[src/rtl/fes_pkg.sv]
package fes_pkg;

  localparam logic [7:0] CMD_ERASE_SETUP = 8'h20;
  localparam logic [7:0] CMD_ERASE_GO    = 8'hD0;
  localparam logic [7:0] CMD_CLR_STATUS  = 8'h50;
  localparam logic [7:0] CMD_READ_ARRAY  = 8'hFF;

  typedef enum logic [2:0] {
    RES_OK      = 3'd0,
    RES_VPP     = 3'd1,
    RES_SEQ     = 3'd2,
    RES_ERASE   = 3'd3,
    RES_LOCKED  = 3'd4,
    RES_TIMEOUT = 3'd5
  } fes_result_e;

  typedef struct packed {
    logic       loadAddr;
    logic       startWr;
    logic       startRd;
    logic       clrPoll;
    logic [7:0] cmd;
  } fes_strobe_t;

  function automatic fes_result_e decodeStatus(input logic [7:0] sr);
    if (sr[3])               return RES_VPP;
    else if (sr[4] && sr[5]) return RES_SEQ;
    else if (sr[5])          return RES_ERASE;
    else if (sr[1])          return RES_LOCKED;
    else                     return RES_OK;
  endfunction

endpackage

[src/rtl/fes_datapath.sv]
module fes_datapath
  import fes_pkg::*;
#(
  parameter int ADDR_W     = 20,
  parameter int DATA_W     = 16,
  parameter int WE_LOW_CYC = 3,
  parameter int READ_CYC   = 2,
  parameter int POLL_W     = 16
) (
  input  logic              clk,
  input  logic              rstN,
  input  fes_strobe_t       strobe,
  input  logic [ADDR_W-1:0] blockAddr,
  input  logic [POLL_W-1:0] pollLimit,
  input  logic [7:0]        flDin,
  output logic              opDone,
  output logic [7:0]        statusByte,
  output logic              pollExhausted,
  output logic [ADDR_W-1:0] flAddr,
  output logic [DATA_W-1:0] flDout,
  output logic              flDoe,
  output logic              flCeN,
  output logic              flOeN,
  output logic              flWeN
);

  localparam int MAX_CYC = (WE_LOW_CYC > READ_CYC) ? WE_LOW_CYC : READ_CYC;
  localparam int CNT_W   = $clog2(MAX_CYC + 1);

  typedef enum logic [2:0] {
    B_IDLE, B_SETUP, B_WLOW, B_HOLD, B_GAP, B_READ, B_RGAP
  } bus_phase_e;

  bus_phase_e        phase;
  logic [CNT_W-1:0]  phaseCnt;
  logic [7:0]        cmdReg;
  logic [ADDR_W-1:0] addrReg;
  logic [POLL_W-1:0] pollCnt;

  always_ff @(posedge clk) begin
    if (!rstN) begin
      phase      <= B_IDLE;
      phaseCnt   <= '0;
      cmdReg     <= '0;
      addrReg    <= '0;
      pollCnt    <= '0;
      statusByte <= '0;
    end else begin
      if (strobe.loadAddr) addrReg <= blockAddr;
      if (strobe.clrPoll)  pollCnt <= '0;
      case (phase)
        B_IDLE: begin
          phaseCnt <= '0;
          if (strobe.startWr) begin
            phase  <= B_SETUP;
            cmdReg <= strobe.cmd;
          end else if (strobe.startRd) begin
            phase   <= B_READ;
            pollCnt <= pollCnt + 1'b1;
          end
        end
        B_SETUP: phase <= B_WLOW;
        B_WLOW: begin
          if (phaseCnt == CNT_W'(WE_LOW_CYC - 1)) begin
            phase    <= B_HOLD;
            phaseCnt <= '0;
          end else begin
            phaseCnt <= phaseCnt + 1'b1;
          end
        end
        B_HOLD: phase <= B_GAP;
        B_GAP:  phase <= B_IDLE;
        B_READ: begin
          if (phaseCnt == CNT_W'(READ_CYC - 1)) begin
            statusByte <= flDin;
            phase      <= B_RGAP;
            phaseCnt   <= '0;
          end else begin
            phaseCnt <= phaseCnt + 1'b1;
          end
        end
        B_RGAP:  phase <= B_IDLE;
        default: phase <= B_IDLE;
      endcase
    end
  end

  always_comb begin
    opDone        = (phase == B_GAP) || (phase == B_RGAP);
    pollExhausted = (pollCnt >= pollLimit);
    flDoe         = (phase == B_SETUP) || (phase == B_WLOW) || (phase == B_HOLD);
    flCeN         = !(flDoe || (phase == B_READ));
    flWeN         = (phase != B_WLOW);
    flOeN         = (phase != B_READ);
    flAddr        = addrReg;
    flDout        = flDoe ? {{(DATA_W-8){1'b0}}, cmdReg} : '0;
  end


  we_ce_chk: assert property (@(posedge clk) disable iff (!rstN)
    !flWeN |-> (!flCeN && flDoe));


  we_stable_chk: assert property (@(posedge clk) disable iff (!rstN)
    (!flWeN && $past(!flWeN)) |-> ($stable(flDout) && $stable(flAddr)));


  oe_gap_chk: assert property (@(posedge clk) disable iff (!rstN)
    $rose(flOeN) |=> flOeN);


  bus_excl_chk: assert property (@(posedge clk) disable iff (!rstN)
    !flOeN |-> flWeN);

endmodule

[src/rtl/fes_ctrl.sv]
module fes_ctrl
  import fes_pkg::*;
(
  input  logic        clk,
  input  logic        rstN,
  input  logic        startReq,
  input  logic        fullCheck,
  input  logic        opDone,
  input  logic [7:0]  statusByte,
  input  logic        pollExhausted,
  output fes_strobe_t strobe,
  output logic        busy,
  output logic        donePulse,
  output logic [2:0]  resultCode
);

  typedef enum logic [2:0] {
    S_IDLE, S_SETUP, S_CONFIRM, S_POLL, S_CLEAR, S_ARRAY
  } ctrl_state_e;

  ctrl_state_e state;
  logic        pending;
  logic        fullChkReg;
  fes_result_e resReg;
  fes_result_e decoded;

  assign decoded = decodeStatus(statusByte);

  always_ff @(posedge clk) begin
    if (!rstN) begin
      state      <= S_IDLE;
      pending    <= 1'b0;
      fullChkReg <= 1'b0;
      resReg     <= RES_OK;
      donePulse  <= 1'b0;
    end else begin
      donePulse <= 1'b0;
      if (pending) pending <= 1'b0;
      case (state)
        S_IDLE: if (startReq) begin
          state      <= S_SETUP;
          pending    <= 1'b1;
          fullChkReg <= fullCheck;
          resReg     <= RES_OK;
        end
        S_SETUP: if (opDone) begin
          state   <= S_CONFIRM;
          pending <= 1'b1;
        end
        S_CONFIRM: if (opDone) begin
          state   <= S_POLL;
          pending <= 1'b1;
        end
        S_POLL: if (opDone) begin
          pending <= 1'b1;
          if (statusByte[7]) begin
            if (fullChkReg && (decoded != RES_OK)) begin
              resReg <= decoded;
              state  <= S_CLEAR;
            end else begin
              resReg <= RES_OK;
              state  <= S_ARRAY;
            end
          end else if (pollExhausted) begin
            resReg <= RES_TIMEOUT;
            state  <= S_ARRAY;
          end
        end
        S_CLEAR: if (opDone) begin
          state   <= S_ARRAY;
          pending <= 1'b1;
        end
        S_ARRAY: if (opDone) begin
          state     <= S_IDLE;
          donePulse <= 1'b1;
        end
        default: state <= S_IDLE;
      endcase
    end
  end

  always_comb begin
    strobe          = '0;
    strobe.loadAddr = (state == S_IDLE) && startReq;
    strobe.startRd  = pending && (state == S_POLL);
    strobe.startWr  = pending && (state != S_POLL) && (state != S_IDLE);
    strobe.clrPoll  = (state == S_CONFIRM) && opDone;
    case (state)
      S_SETUP:   strobe.cmd = CMD_ERASE_SETUP;
      S_CONFIRM: strobe.cmd = CMD_ERASE_GO;
      S_CLEAR:   strobe.cmd = CMD_CLR_STATUS;
      S_ARRAY:   strobe.cmd = CMD_READ_ARRAY;
      default:   strobe.cmd = 8'h00;
    endcase
    busy       = (state != S_IDLE);
    resultCode = resReg;
  end


  done_single_chk: assert property (@(posedge clk) disable iff (!rstN)
    donePulse |=> !donePulse);


  done_idle_chk: assert property (@(posedge clk) disable iff (!rstN)
    donePulse |-> !busy);


  code_range_chk: assert property (@(posedge clk) disable iff (!rstN)
    donePulse |-> (resultCode <= 3'd5));


  deferred_code_chk: assert property (@(posedge clk) disable iff (!rstN)
    (donePulse && !fullChkReg) |-> (resultCode == 3'd0 || resultCode == 3'd5));

endmodule

[src/rtl/flash_erase_seq.sv]
module flash_erase_seq
  import fes_pkg::*;
#(
  parameter int ADDR_W     = 20,
  parameter int DATA_W     = 16,
  parameter int WE_LOW_CYC = 3,
  parameter int READ_CYC   = 2,
  parameter int POLL_W     = 16
) (
  input  logic              clk,
  input  logic              rstN,
  input  logic              startReq,
  input  logic [ADDR_W-1:0] blockAddr,
  input  logic              fullCheck,
  input  logic [POLL_W-1:0] pollLimit,
  output logic              busy,
  output logic              donePulse,
  output logic [2:0]        resultCode,
  output logic [ADDR_W-1:0] flAddr,
  output logic [DATA_W-1:0] flDout,
  output logic              flDoe,
  input  logic [7:0]        flDin,
  output logic              flCeN,
  output logic              flOeN,
  output logic              flWeN
);

  fes_strobe_t strobe;
  logic        opDone;
  logic [7:0]  statusByte;
  logic        pollExhausted;

  fes_ctrl u_ctrl (
    .clk           (clk),
    .rstN          (rstN),
    .startReq      (startReq),
    .fullCheck     (fullCheck),
    .opDone        (opDone),
    .statusByte    (statusByte),
    .pollExhausted (pollExhausted),
    .strobe        (strobe),
    .busy          (busy),
    .donePulse     (donePulse),
    .resultCode    (resultCode)
  );

  fes_datapath #(
    .ADDR_W     (ADDR_W),
    .DATA_W     (DATA_W),
    .WE_LOW_CYC (WE_LOW_CYC),
    .READ_CYC   (READ_CYC),
    .POLL_W     (POLL_W)
  ) u_datapath (
    .clk           (clk),
    .rstN          (rstN),
    .strobe        (strobe),
    .blockAddr     (blockAddr),
    .pollLimit     (pollLimit),
    .flDin         (flDin),
    .opDone        (opDone),
    .statusByte    (statusByte),
    .pollExhausted (pollExhausted),
    .flAddr        (flAddr),
    .flDout        (flDout),
    .flDoe         (flDoe),
    .flCeN         (flCeN),
    .flOeN         (flOeN),
    .flWeN         (flWeN)
  );

endmodule

[config.mk]
export PLATFORM = sky130hd
export DESIGN_NAME = flash_erase_seq
export DESIGN_NICKNAME = d
export VERILOG_FILES = /design/src/rtl/fes_pkg.sv /design/src/rtl/fes_datapath.sv /design/src/rtl/fes_ctrl.sv /design/src/rtl/flash_erase_seq.sv
export SDC_FILE = /design/constraint.sdc
export NUM_CORES = 1
export LEC_CHECK = 0
export BUFFER_PORTS_ARGS = -buffer_cell sky130_fd_sc_hd__buf_2
export CAP_MARGIN = 10
export CORE_UTILIZATION = 30
export CTS_BUF_LIST = sky130_fd_sc_hd__clkbuf_4 sky130_fd_sc_hd__clkbuf_8
export CTS_CLUSTER_SIZE = 8
export DETAILED_ROUTE_END_ITERATION = 16
export HOLD_SLACK_MARGIN = 0.12
export PLACE_DENSITY = 0.59
export SLEW_MARGIN = 15
export SYNTH_ARGS = -nofsm -noshare
export SYNTH_HDL_FRONTEND = slang
export SYNTH_HIERARCHICAL = 1
export SYNTH_SLANG_ARGS = --single-unit
[constraint.sdc]
create_clock -name clk -period 5.6 [get_ports clk]
set_clock_uncertainty 0.2 [all_clocks]
set_input_delay 0.56 -clock clk [delete_from_list [all_inputs] [get_ports clk]]
set_output_delay 0.56 -clock clk [all_outputs]
set_load 0.01 [all_outputs]
== Word-level counts from Yosys, hierarchy flattened ==
Cells that the tools add are included.

* $lt $le $gt $ge: 1
* Muxes and demuxes: 36
* Eq/ne operators: 26
* Reductions and logical operators: 26
* $add $sub $neg: 2

{| class="wikitable"
|+ Operator list
! kind !! number
|-
| $mux 16 || 4
|-
| $mux 3 || 20
|-
| $pmux 8 s4 || 1
|-
| $pmux 3 s6 || 1
|-
| $add 16x1->16 const B || 1
|-
| $ge 16x16->1 || 1
|-
| $eq 3x3->1 const B || 5
|-
| $pmux 3 s5 || 1
|-
| $ne 2x1->1 const B || 7
|-
| $eq 3x2->1 const B || 4
|-
| $ne 3x2->1 const B || 3
|-
| $reduce_bool 3->1 || 3
|-
| $mux 8 || 1
|-
| $reduce_and 2->1 || 4
|-
| $logic_and 1x1->1 || 7
|-
| $reduce_and 7->1 || 1
|-
| $eq 3x1->1 const B || 2
|-
| $logic_not 3->1 || 2
|-
| $ne 3x3->1 const B || 2
|-
| $pmux 2 s3 || 1
|-
| $pmux 3 s2 || 1
|-
| $logic_or 1x1->1 || 4
|-
| $mux 2 || 2
|-
| $reduce_and 4->1 || 1
|-
| other kinds (10) || 12
|}

* Input port bits: 48
* Register bits: 66

== Depth between registers and ports, before layout ==
Gate-level depths: netlist of the first run.

* Word-level depth: 10
* Mapped depth: 10
* Mapped depth without buffers: 10

== Hierarchy ==
Netlist of the first run, hierarchy kept.

{| class="wikitable"
|+ By module, submodules not included
! module !! instances !! seq. area each (µm²) !! area each (µm²) !! cells each
|-
| fes_datapath || 1 || 1141.1 || 2907.8 || 333
|-
| fes_ctrl || 1 || 180.2 || 624.3 || 74
|}

== Least setup slack after synthesis of the first run ==
Ideal clock, no wire load.

* Path kind: input to register
* From: in pollLimit[9]
* To: reg u_ctrl.state[1]
* Stages on the path: 10
* Data required time: 5.285 ns
* Arrival: 2.295 ns
* Library setup time: 0.115 ns
* Slack: 2.991 ns
* Cell sequence: inv_1 -> ha_1 -> a21oi_1 -> nor2_1 -> a211oi_1 -> a21oi_1 -> a211o_1 -> nor2_1 -> nor2_1 -> a2111oi_0

* Longest elaborated chain between the ends: 3

{| class="wikitable"
|+ RTL lines
! item !! line !! source
|-
| from (decl) || flash_erase_seq.sv:15 || <nowiki>input logic [POLL_W-1:0] pollLimit,</nowiki>
|-
| $ge 16x16->1 || fes_datapath.sv:90 || <nowiki>pollExhausted = (pollCnt >= pollLimit);</nowiki>
|-
| net pollExhausted || flash_erase_seq.sv:31 || <nowiki>logic pollExhausted;</nowiki>
|-
| $ne 3x2->1 (no source line) || - ||
|-
| $reduce_and 7->1 (no source line) || - ||
|-
| to (signal assigned) || fes_ctrl.sv:31 || <nowiki>state <= S_IDLE;</nowiki>
|-
| to (signal assigned) || fes_ctrl.sv:41 || <nowiki>state <= S_SETUP;</nowiki>
|-
| to (signal assigned) || fes_ctrl.sv:47 || <nowiki>state <= S_CONFIRM;</nowiki>
|-
| to (decl) || fes_ctrl.sv:21 || <nowiki>ctrl_state_e state;</nowiki>
|}

The timed path passes the listed nets, and every way through them passes these cells.
A chain may end at the register's enable or synchronous reset.

==> results of run 1 <==
## registers in the layout, indices dropped and copies added, names as in the netlist
| register | cells |
|---|---|
| u_ctrl/donePulse | 1 |
| u_ctrl/fullChkReg | 1 |
| u_ctrl/pending | 1 |
| u_ctrl/resultCode | 3 |
| u_ctrl/state | 3 |
| u_datapath/cmdReg | 8 |
| u_datapath/flAddr | 20 |
| u_datapath/phase | 3 |
| u_datapath/phaseCnt | 2 |
| u_datapath/pollCnt | 16 |
| u_datapath/statusByte | 5 |
## worst max-delay path by stage
stage | to | slack, ns | depth (start not counted)
floorplan | u_ctrl/state[1] | 2.99 | 10
detailed placement | u_ctrl/state[1] | 2.48 | 11
global placement | u_ctrl/state[1] | 2.48 | 11
global route | u_datapath/pollCnt[13] | 2.34 | 7
CTS | u_datapath/pollCnt[13] | 2.62 | 7
finish | u_datapath/pollCnt[13] | 2.63 | 7
## layout make-up
| cell class | count | area, um^2 |
|---|---|---|
| inverters | 23 | 86.33 |
| fillers | 1143 | 6932 |
| well taps | 140 | 175.2 |
| flip-flops and latches | 63 | 1261 |
| multi-input cells | 292 | 1942 |
| clock buffers | 15 | 168.9 |
| clock inverters | 1 | 5.005 |
| repair buffers | 82 | 412.9 |
## power groups by stage
stage | clock network [uW] | logic (uW) | registers, uW
2_1_floorplan | 0 | 254 | 528
3_3_place_gp | 0 | 317 | 544
3_5_place_dp | 0 | 321 | 547
4_1_cts | 368 | 322 | 537
5_1_grt | 383 | 356 | 547
6_report | 353 | 316 | 538
## worst max-delay path, stage by stage, from the launching register on
cell and delay [ns]:
dfxtp_1 0.65, nand2_1 0.21, nor3b_1 0.65, nand2_1 0.12, nor4_1 0.55, nand4_1 0.20, a21oi_1 0.17, o31ai_1 0.08
## metal layers
metal | up-vias | routed length (um) | global-route usage, %
met1 | 1320 | 3570 | 17.10
met5 | - | 0 | 0
met3 | 10 | 426 | 2.989
li1 | 1515 | - | -
met4 | 0 | 108 | 5.212
met2 | 68 | 3255 | 20.25
## metrics by stage
| step | power, uW | util (%) | setup slack (ns) | instances | hold WS, ns |
|---|---|---|---|---|---|
| 2_1_floorplan | 782.3 | - | 2.991 | 405 | 0.2388 |
| 3_3_place_gp | 861.0 | 35.30 | 2.485 | 600 | 0.2502 |
| 3_5_place_dp | 868.1 | 35.30 | 2.476 | 600 | 0.2558 |
| 4_1_cts | 1227 | 36.89 | 2.619 | 616 | 0.2500 |
| 5_1_grt | 1286 | 36.89 | 2.338 | 616 | 0.2710 |
| 6_report | 1207 | 36.89 | 2.634 | 616 | 0.2620 |
==> impl_metrics.csv, run 1 <==
group,metric,value,unit
power_and_ir_drop,power.internal,823.6,uW
synth,yosysWarningCount,6,
detailed_routing,routed_wl,7.360,mm
hold_path,hold_end,"u_ctrl/resultCode[1]",
clock_tree,cts.path.max_buffers,2,
clock_tree,worstSkewPairLatency,0.33,ns
grt,grt_pass1_vias,2710,
worst_setup_path,cp_max_fo,16,
clock_tree,cts_root_buf,"clkbuf_8",
cells_and_area,antenna_cells,0,
worst_setup_path,worst_setup_path_end_kind,"flop",
worst_setup_path,reg2reg_from,"u_ctrl/state[1]",
grt,track_usage,12.94,%
detailed_routing,drt_iter0_markers,112,
worst_setup_path,rr_endpoint,"u_datapath/pollCnt[13]",
detailed_routing,drc,0,
grt,grt_pass1_wl,12.23,mm
timing,finalCritPeriodShare,52.96,%
floorplanning,die_x,108.8,um
cells_and_area,final_common_cell,"buf_2",
timing,slew_headroom,50.13,%
clock_tree,tritoncts,"built",
outcome,status,"completed",
cells_and_area,layout_common_cells,"81 x buf_2, 63 x dfxtp_1, 45 x nand2_1",
power_and_ir_drop,powerDensity,297.8,nW/um^2
grt,grt_max_degree,41,
cells_and_area,nets,536,
clock_tree,cts_setup_buffers,0,
power_and_ir_drop,p_clk_share,29.2,%
power_and_ir_drop,p_seq_share,44.5,%
clock_tree,cts_made_buffers,9,
power_and_ir_drop,p_comb_share,26.2,%
power_and_ir_drop,p_sw,383.1,uW
timing,tightest_slew,0.7434,ns
timing,setup_tns,0,ns
worst_setup_path,arrival,2.96,ns
worst_setup_path,crit_start,"u_ctrl/state[1]",
floorplanning,num_io_pins,93,
flow_run,maxCapViolations,0,
power_and_ir_drop,p_leak,0.001816,uW
hold_path,hold_class,"reg -> reg",
clock_tree,ctsHoldBuffers,0,
timing,min_period,2.966,ns
detailed_routing,wl_per_cell,11.95,um
synth,syn_inst,398,
hold_path,whs_path_depth,2,
cells_and_area,final_cell_area,4051,um^2
floorplanning,initial_core_util,31.17,%
grt,antenna_found_initial,0,
placement,io_buffers,81,
worst_setup_path,r2r_cells,7,
floorplanning,rows,38,
timing,clock.fmax,0.3372,GHz
detailed_routing,ant_nets,0,
detailed_routing,vias,2913,
floorplanning,coreArea,10980,um^2
placement,dpl_cell_area,3877,um^2
clock_tree,clock_sinks,63,
floorplanning,die-area,11840,um^2
clock_tree,htree_levels,3,
timing,finalSetupViolations,0,
grt,grt_overflow,0,
cells_and_area,synthToLayoutAreaGrowth,18.35,%
clock_tree,cts_resized,0,
clock_tree,cts.clk_slew.worst_paths,0.06,ns
detailed_routing,drt_pre_antenna_iters,4,
power_and_ir_drop,peakVddDrop,0.0001442,V
synth,postSynthAreaPerCell,8.601,um^2
placement,hpwlAfterDp,5.329,mm
worst_setup_path,start_kind,"flop",
synth,netlist_area,3423,um^2
detailed_routing,viasPerCell,4.729,
worst_setup_path,required,5.60,ns
cells_and_area,drive_gt1_share,22.69,%
power_and_ir_drop,switching_share,31.75,%
timing,slew_viol_final,0,
worst_setup_path,regToRegSetupSlack,2.63,ns
hold_path,worstHoldStart,"u_ctrl/resultCode[1]",
timing,rsz0062_at_grt,"no",
timing,finalHoldViolCount,0,
placement,place_congestion,0.8111,
floorplanning,die_y,108.8,um
worst_setup_path,worstSetupPathType,"reg -> reg",
(Power assumes the default switching activity.)
==> run 2: changes to the inputs <==
ABC_AREA = 1   (was default)
clock period = 2.9 ns   (was 5.6 ns; I/O delays follow)
==> run 2 against run 1 <==
Sequential share of layout area down 2.9 points. Combinational power rose to 3.4 times the previous value. Largest power group unchanged. Wire length grew 16%. Critical path type unchanged. Die area rose by 2.1%. Register-to-register slack lost 2.0 ns. Total power increased to 2.6 times the previous value. Cell count is 25% higher. Hold slack got worse by 0.13 ns. Setup slack lost 2.0 ns. Synthesized area grew 2.2%.
==> impl_metrics.csv, run 2 <==
group,metric,value,unit
outcome,status,"completed",
cells_and_area,largest_register_ff_count,20,
timing,finalCritPeriodShare,77.53,%
detailed_routing,dr_wl_met3,525,um
synth,netlist_area,3497,um^2
hold_path,hold_class,"in -> reg",
worst_setup_path,worst_setup_path_end_kind,"flop",
worst_setup_path,crit_start,"u_ctrl/state[1]",
power_and_ir_drop,peakVddDrop,0.0004589,V
cells_and_area,antenna_cells,0,
detailed_routing,routed_wl,8.518,mm
timing,layout_setup_ws,0.6517,ns
worst_setup_path,rr_endpoint,"u_datapath/pollCnt[15]",
grt,grt_overflow,0,
cells_and_area,synthToLayoutAreaGrowth,27.76,%
clock_tree,cts_root_buf,"clkbuf_8",
worst_setup_path,arrival,2.25,ns
detailed_routing,drc,0,
flow_run,maxCapViolations,0,
clock_tree,cts_resized,0,
clock_tree,cts.path.max_buffers,2,
worst_setup_path,reg2reg_from,"u_ctrl/state[1]",
placement,pre_cts_ws,0.6591,ns
detailed_routing,vias,3518,
detailed_routing,drt_iter0_markers,187,
worst_setup_path,regToRegSetupSlack,0.65,ns
cells_and_area,nets,689,
grt,grt_pass1_vias,3312,
timing,setup_tns,0,ns
clock_tree,clock_sinks,63,
worst_setup_path,cp_max_fo,8,
grt,grt_max_degree,31,
worst_setup_path,r2r_cells,9,
hold_path,whs_path_depth,3,
floorplanning,die_y,110.0,um
worst_setup_path,start_kind,"flop",
placement,io_buffers,81,
worst_setup_path,endpoint,"u_datapath/pollCnt[15]",
floorplanning,rows,39,
timing,finalSetupViolations,0,
cells_and_area,nFillCells,1167,
worst_setup_path,required,2.90,ns
detailed_routing,drt_pre_antenna_iters,4,
placement,place_congestion,0.8528,
detailed_routing,ant_nets,0,
timing,finalHoldViolCount,0,
detailed_routing,maxUsedRoutingLayer,"met4",
clock_tree,worstSkewPairLatency,0.33,ns
cells_and_area,final_common_cell,"nor2_1",
power_and_ir_drop,p_leak,0.002135,uW
cells_and_area,multiInputGateArea,1848,um^2
grt,antenna_found_initial,0,
timing,rsz0062_at_grt,"no",
synth,yosysWarningCount,6,
power_and_ir_drop,powerDensity,694.7,nW/um^2
timing,slew_viol_final,0,
timing,clock.fmax,0.4448,GHz
cells_and_area,ff_latch_area,1261,um^2
grt,grt_pass1_wl,14.28,mm
detailed_routing,wl_met1,3.842,mm
detailed_routing,wl_per_cell,11.03,um
clock_tree,cts_made_buffers,9,
worst_setup_path,worstSetupPathType,"reg -> reg",
clock_tree,tritoncts,"built",
floorplanning,initial_core_util,30.76,%
floorplanning,die-area,12090,um^2
floorplanning,die_x,110.0,um
detailed_routing,viasPerCell,4.557,
placement,hpwlAfterDp,6.195,mm
cells_and_area,layout_common_cells,"97 x nor2_1, 90 x nand2_1, 81 x buf_2",
synth,syn_inst,521,
clock_tree,cts.clk_slew.worst_paths,0.07,ns
floorplanning,coreArea,11370,um^2
detailed_routing,met2_length,4.060,mm
timing,slew_headroom,58.03,%
cells_and_area,final_cell_area,4468,um^2
cells_and_area,fin_util,39.30,%
placement,dpl_cell_area,3976,um^2
grt,track_usage,14.90,%
floorplanning,num_io_pins,93,
timing,tightest_slew,0.6289,ns
synth,postSynthAreaPerCell,6.712,um^2
clock_tree,htree_levels,3,
timing,min_period,2.248,ns
cells_and_area,drive_gt1_share,20.03,%
-- run 2: cell types whose count changed in the layout (fill, tap and decap cells not counted), sizes merged, moves of 10 or more --
cell	change
nor2	+71
and2	-13
inv	+47
a21oi	+29
nor2b	-17
nor3	+12
mux2i	-31
a21boi	-10
dlygate4sd3	+26
o21ai	+40
nand3	+16
nand2	+50
-- run 2: worst max-delay path, cell delays in order, from the launching register on --
cell     delay, ns
dfxtp_1       0.52
nand3_2       0.23
nor2_1        0.37
nand2_1       0.17
nor2_1        0.11
nand2_1       0.05
nor2_1        0.21
nand3_1       0.10
nand3_1       0.09
a21oi_1       0.06
-- run 2: worst min path at each step --
| stage | slack [ns] | start | endpoint |
|---|---|---|---|
| 2_1_floorplan | 0.21 | rstN | u_ctrl/resultCode[1] |
| 4_1_cts | 0.13 | startReq | u_ctrl/fullChkReg |
| 3_5_place_dp | 0.25 | u_datapath/cmdReg[6] | u_datapath/cmdReg[6] |
| 6_report | 0.13 | startReq | u_ctrl/fullChkReg |
| 5_1_grt | 0.15 | startReq | u_ctrl/fullChkReg |
| 3_3_place_gp | 0.24 | u_datapath/cmdReg[7] | u_datapath/cmdReg[7] |
-- run 2: layout make-up --
type | count | area share (%)
Clock buffer | 13 | 3.724
Clock inverter | 3 | 1.456
Inverter | 71 | 5.993
Multi-Input combinational cell | 370 | 41.36
Sequential cell | 63 | 28.23
Tap cell | 143 | 4.004
Timing Repair Buffer | 109 | 15.23
-- run 2: timing repair --
item	CTS	global route
buffers inserted	0	0
hold buffers	26	0
hold endpoints to repair	26	0
-- run 2: per-layer routing --
| metal | vias up | global-route usage, % |
|---|---|---|
| met2 | 107 | 26.25 |
| met5 | - | 0 |
| met4 | 0 | 5.429 |
| met3 | 8 | 3.438 |
| li1 | 1845 | - |
| met1 | 1558 | 17.49 |
-- run 2: power by group --
group          total [uW]  switching (uW)  internal [uW]
combinational        1080             707            371
clock                 883             334            550
sequential           1140             111           1030
total                3100            1150           1950
-- run 2: metrics by stage --
stage | instances | power (uW) | hold slack [ns]
2_1_floorplan | 528 | 1897 | 0.2104
3_3_place_gp | 730 | 2180 | 0.2403
3_5_place_dp | 730 | 2202 | 0.2479
4_1_cts | 772 | 3124 | 0.1267
5_1_grt | 772 | 3343 | 0.1508
6_report | 772 | 3104 | 0.1345
